### config.mk
export PLATFORM = sky130hd
export DESIGN_NAME = tcmp_channel
export DESIGN_NICKNAME = d
export VERILOG_FILES = /design/src/rtl/tcmp_pkg.sv /design/src/rtl/tcmp_cmp_reg.sv /design/src/rtl/tcmp_trig_edge.sv /design/src/rtl/tcmp_ref_gen.sv /design/src/rtl/tcmp_channel.sv
export SDC_FILE = /design/constraint.sdc
export NUM_CORES = 1
export LEC_CHECK = 0
export CELL_PAD_IN_SITES_DETAIL_PLACEMENT = 0
export CELL_PAD_IN_SITES_GLOBAL_PLACEMENT = 1
export CORE_MARGIN = 2
export CORE_UTILIZATION = 41
export CTS_CLUSTER_DIAMETER = 30
export DETAILED_ROUTE_END_ITERATION = 7
export PLACE_DENSITY_LB_ADDON = 0.2
export SYNTH_ARGS = -nofsm -noshare
export SYNTH_HDL_FRONTEND = slang
export SYNTH_HIERARCHICAL = 1
export SYNTH_SLANG_ARGS = --single-unit
### constraint.sdc
create_clock -name clk -period 3.3 [get_ports clk]
set_input_delay 0.66 -clock clk [delete_from_list [all_inputs] [get_ports clk]]
set_output_delay 0.66 -clock clk [all_outputs]
set_load 0.02 [all_outputs]
### src/rtl/tcmp_pkg.sv
package tcmp_pkg;

  typedef enum logic [2:0] {
    MD_FROZEN = 3'd0,
    MD_SET    = 3'd1,
    MD_CLEAR  = 3'd2,
    MD_TOGGLE = 3'd3,
    MD_LOW    = 3'd4,
    MD_HIGH   = 3'd5,
    MD_PWM_A  = 3'd6,
    MD_PWM_B  = 3'd7
  } tcmp_mode_e;

  // Next reference level for one mode; hit = match, below = counter < compare.
  function automatic logic tcmp_next_ref(tcmp_mode_e m, logic cur, logic hit, logic below);
    logic nxt;
    case (m)
      MD_FROZEN: nxt = cur;
      MD_SET:    nxt = hit ? 1'b1 : cur;
      MD_CLEAR:  nxt = hit ? 1'b0 : cur;
      MD_TOGGLE: nxt = hit ? ~cur : cur;
      MD_LOW:    nxt = 1'b0;
      MD_HIGH:   nxt = 1'b1;
      MD_PWM_A:  nxt = below;
      MD_PWM_B:  nxt = ~below;
      default:   nxt = cur;
    endcase
    return nxt;
  endfunction

endpackage

### src/rtl/tcmp_cmp_reg.sv
module tcmp_cmp_reg #(
  parameter int CNT_W = 16
) (
  input  logic             clk,
  input  logic             rst_n,
  input  logic             wr_en_i,
  input  logic [CNT_W-1:0] wr_data_i,
  input  logic             preload_en_i,
  input  logic             update_i,
  output logic [CNT_W-1:0] active_o
);
  logic [CNT_W-1:0] shadow_q;
  logic [CNT_W-1:0] active_q;

  always_ff @(posedge clk or negedge rst_n) begin
    if (!rst_n) begin
      shadow_q <= '0;
      active_q <= '0;
    end else if (preload_en_i) begin
      if (wr_en_i)  shadow_q <= wr_data_i;
      if (update_i) active_q <= shadow_q;
    end else if (wr_en_i) begin
      shadow_q <= wr_data_i;
      active_q <= wr_data_i;
    end
  end

  assign active_o = active_q;
endmodule

### src/rtl/tcmp_trig_edge.sv
module tcmp_trig_edge (
  input  logic clk,
  input  logic rst_n,
  input  logic trig_i,
  output logic rise_o
);
  logic trig_q;

  always_ff @(posedge clk or negedge rst_n) begin
    if (!rst_n) trig_q <= 1'b0;
    else        trig_q <= trig_i;
  end

  assign rise_o = trig_i & ~trig_q;
endmodule

### src/rtl/tcmp_ref_gen.sv
module tcmp_ref_gen
  import tcmp_pkg::*;
(
  input  logic       clk,
  input  logic       rst_n,
  input  logic [2:0] mode_i,
  input  logic       hold_i,
  input  logic       hit_i,
  input  logic       below_i,
  output logic       ref_o
);
  logic ref_q;
  logic ref_d;

  always_comb begin
    if (hold_i) ref_d = ref_q;
    else        ref_d = tcmp_next_ref(tcmp_mode_e'(mode_i), ref_q, hit_i, below_i);
  end

  always_ff @(posedge clk or negedge rst_n) begin
    if (!rst_n) ref_q <= 1'b0;
    else        ref_q <= ref_d;
  end

  assign ref_o = ref_q;
endmodule

### src/rtl/tcmp_channel.sv
module tcmp_channel #(
  parameter int CNT_W = 16
) (
  input  logic             clk,
  input  logic             rst_n,
  input  logic [CNT_W-1:0] cnt_i,
  input  logic             wr_en_i,
  input  logic [CNT_W-1:0] wr_data_i,
  input  logic [2:0]       mode_i,
  input  logic             mode_ext_i,
  input  logic             preload_en_i,
  input  logic             fast_en_i,
  input  logic             dir_in_i,
  input  logic             trig_i,
  input  logic             update_i,
  output logic             ref_o,
  output logic [CNT_W-1:0] cmp_o
);
  logic [CNT_W-1:0] active_w;
  logic             rise_w;
  logic             equal_w;
  logic             below_w;
  logic             hit_w;
  logic             hold_w;

  tcmp_cmp_reg #(.CNT_W(CNT_W)) u_cmp (
    .clk          (clk),
    .rst_n        (rst_n),
    .wr_en_i      (wr_en_i),
    .wr_data_i    (wr_data_i),
    .preload_en_i (preload_en_i),
    .update_i     (update_i),
    .active_o     (active_w)
  );

  tcmp_trig_edge u_edge (
    .clk    (clk),
    .rst_n  (rst_n),
    .trig_i (trig_i),
    .rise_o (rise_w)
  );

  assign equal_w = (cnt_i == active_w);
  assign below_w = (cnt_i < active_w);
  assign hit_w   = equal_w | (fast_en_i & rise_w);
  assign hold_w  = dir_in_i | mode_ext_i;

  tcmp_ref_gen u_ref (
    .clk     (clk),
    .rst_n   (rst_n),
    .mode_i  (mode_i),
    .hold_i  (hold_w),
    .hit_i   (hit_w),
    .below_i (below_w),
    .ref_o   (ref_o)
  );

  assign cmp_o = active_w;
endmodule

==> results.py <==
metrics = {
    "status": {
        "outcome": "completed",
    },
    "clock_network": {
        "cts_setup_buffers": 0,
        "cts.sinks": 34,
        "cts_buffers": 5,
        "clk_pin_slew_worst_paths_ns": 0.08,
        "cts_tree": "yes",
        "insertion_delay_ns": 0.29,
        "cts.repair.resized": 0,
        "h-tree-depth": 2,
        "clock_path_buffers": 2,
        "root_buffer": "clkbuf_8",
        "ctsHoldBuffers": 0,
    },
    "setup_path": {
        "worst-endpoint-required_ns": 3.50,
        "critical-path-top-delay-family": "compound AO/OA/AOI/OAI gates",
        "cpMaxStageDelayCell": "clkdlybuf4s50_1",
        "cp_max_fo": 2,
        "r2r_cells": 9,
        "rrSetupSlack_ns": 1.16,
        "cp.depth": 9,
        "slowest_delay_ns": 0.41,
        "crit_path_end_kind": "register",
        "path_cells": "clkdlybuf4s50_1 > ha_1 > a21oi_1 > o221ai_2 > o21a_1 > a2111oi_2 > nand2_1 > xor2_1 > a221oi_2",
        "cp.buffers_inverters": 1,
        "start_kind": "input port",
        "critPathKind": "input port to register",
        "arrival_ns": 2.67,
    },
    "die": {
        "initial_core_util": 0.424,
        "fp.dieW_um": 76.6,
        "ios": 61,
        "row_count": 26,
        "coreArea_mm2": 0.00511,
        "dieHeight_um": 76.6,
        "dieArea_mm2": 0.00587,
    },
    "cells_and_area": {
        "area_growth_syn_to_layout_pct": 33.3,
        "layout-drive-gt1-share": 0.149,
        "nNetsFinal": 294,
        "utilization": 0.565,
        "fillers": 447,
        "antennaDiodeCount": 0,
    },
    "synth": {
        "synth_warnings": 6,
        "syn_area_mm2": 0.00216,
        "synthesis.nets": 232,
        "ys.flop_type": "dfrtp_1",
        "ys_seq_area_frac": 0.393,
        "synth_edf_count": 0,
        "syn_avg_cell_area_um2": 12.6,
        "async_reset_ff_frac": 1.00,
        "ys_types": 29,
        "synth_cells": 172,
        "netlist.area_leader.share": 0.393,
        "synth_top_area_cell": "dfrtp_1",
        "ys_ff_latch": 34,
        "synth.area.top_cells": "dfrtp_1, mux2i_1, mux2_4",
    },
    "timing": {
        "fmax_mhz": 405,
        "fin_crit_sh": 0.748,
        "drv_slew": 0,
        "setup-tns-final_ns": 0,
        "setup_violations": 0,
        "tightest_slew_ns": 0.984,
        "timing.final.hold_violations": 0,
        "finalWorstSetupSlack_ns": 0.832,
        "worst_slew_margin_rel": 0.344,
        "whs_ns": 0.512,
        "period_needed_ns": 2.47,
        "grt_setup_unrepaired": "false",
        "fin_skew_ns": 0.00539,
    },
    "grt": {
        "grt.busiest_layer": "met2",
        "grt_use_met3": 0.0438,
        "use_met2": 0.299,
        "grt_max_degree": 35,
        "grt_first_pass_wirelength_mm": 8.00,
        "grt_use_total": 0.174,
        "grt_pass1_vias": 1629,
        "grt-ovfl-total": 0,
        "grt.met1_usage": 0.212,
        "antenna_found_initial": 0,
    },
    "pwr": {
        "total_power_mw": 1.35,
        "ir_drop_v": 0.000285,
        "internal_power_mw": 0.934,
        "switchingPower_mw": 0.414,
        "p_per_area_mw_per_mm2": 467,
        "p_seq_frac": 0.391,
        "p_leak_nw": 1.40,
        "p_clk_frac": 0.290,
        "p_comb_frac": 0.319,
        "p_sw_frac": 0.307,
    },
    "drt": {
        "dr_total_vias": 1510,
        "dr.pass1.iters": 4,
        "drt_drc_violations_left": 0,
        "drt-total-wl_mm": 4.77,
        "avgViaCountPerCell": 4.95,
        "ant_nets": 0,
        "drt_first_iter_violations": 33,
        "post_drt_wl_per_cell_um": 15.6,
    },
    "placed_design": {
        "dp_slack_ns": 0.525,
        "routabilityCongestion": 0.854,
        "port_buffers": 60,
        "dp.final_hpwl_mm": 3.49,
    },
    "worst_hold_path": {
        "hp-class": "register to register",
        "hold-path-cell-count": 1,
    },
    "run": {
        "max_cap_viol_count": 0,
    },
}
[flip-flops by register name (all words and copies together) (netlist names)]
name / flops
u_cmp/active_o: 16
u_cmp/shadow_q: 16
u_edge/trig_q: 1
u_ref/ref_o: 1
[Yosys cell counts (2+ instances only)]
cell type / n
buf_4: 2
ha_1: 16
nand3_1: 2
mux2_2: 2
buf_6: 3
a21o_1: 4
mux2_4: 14
nand4_1: 3
inv_1: 18
nand2_1: 4
buf_8: 2
dfrtp_1: 34
a21oi_1: 4
mux2i_1: 48
a21oi_2: 2
[routing by layer]
layer	share of wire	up-vias	routed length (µm)
met5	0	-	0
met3	0.041	5	196
li1	-	736	-
met4	0.0096	0	46
met2	0.51	37	2430
met1	0.44	732	2100
[path summary, 6_finish.rpt]
path	from	to
max in group asynchronous	rst_n	u_cmp/shadow_q[2]$_DFFE_PN0P_
max reg2reg	u_cmp/active_o[5]$_DFFE_PN0P_	u_ref/ref_o$_DFFE_PN0P_
min	u_cmp/shadow_q[9]$_DFFE_PN0P_	u_cmp/shadow_q[9]$_DFFE_PN0P_
min reg2reg	u_cmp/shadow_q[9]$_DFFE_PN0P_	u_cmp/shadow_q[9]$_DFFE_PN0P_
min in group asynchronous	rst_n	u_cmp/active_o[12]$_DFFE_PN0P_
max	cnt_i[5]	u_ref/ref_o$_DFFE_PN0P_
[power by group through the flow]
| stage | Sequential, mW | Combinational, mW | Clock, mW |
|---|---|---|---|
| after CTS | 0.528 | 0.437 | 0.400 |
| after detailed placement | 0.536 | 0.433 | 0 |
| final | 0.527 | 0.430 | 0.390 |
| after floorplan | 0.567 | 0.217 | 0 |
| after global routing | 0.536 | 0.470 | 0.428 |
| after global placement | 0.530 | 0.422 | 0 |
[through the flow]
step	std cells	cell area [µm²]
after floorplan	172	2160
final	305	2880
after global placement	297	2770
after detailed placement	297	2770
after global routing	305	2880
after CTS	305	2880
[cells in the final DEF, fill, tap and decap left out, drive strengths merged, types with 2 or more instances in the layout]
master / netlist / routed
a21oi: 6 / 6
clkbuf: 0 / 5
ha: 16 / 16
nand2: 4 / 4
nand4: 3 / 3
inv: 18 / 18
buf: 8 / 4
nand3: 2 / 2
clkdlybuf4s50: 0 / 59
nor2b: 2 / 2
mux2i: 48 / 48
clkinvlp: 0 / 2
a21o: 4 / 4
dfrtp: 34 / 34
mux2: 16 / 16
[worst reg2reg max path, delay by kind of cell, from the launching register on]
| family | cells | cell delay [ns] |
|---|---|---|
| xor+xnor | 1 | 0.16 |
| flops | 1 | 0.41 |
| simple gates | 1 | 0.10 |
| fa+ha+maj | 1 | 0.29 |
| compound gates | 5 | 1.02 |
| buf+inv | 1 | 0.07 |
[cells by family (layout without fill, tap and decap cells)]
| group | Yosys count | count (layout) | share of synthesized area |
|---|---|---|---|
| muxes | 64 | 64 | 0.330 |
| DFF | 34 | 34 | 0.393 |
| adders and majority gates | 16 | 16 | 0.0925 |
| xor gates and xnor gates | 1 | 1 | 0.00405 |
| and+or+nand+nor | 15 | 15 | 0.0411 |
| buffers and inverters | 26 | 89 | 0.0769 |
| AOI/OAI and AO/OA | 16 | 16 | 0.0625 |
[final cells by class]
type	instances	area, µm²	share of cell area
inverters	18	67.6	0.0234
repair buffers	63	618	0.214
clock buffers	5	68.8	0.0239
flip-flops and latches	34	851	0.295
clock inverters	3	45.0	0.0156
well taps	70	87.6	0.0304
multi-input cells	112	1150	0.397
No activity file was read; power rests on OpenSTA's default activity.
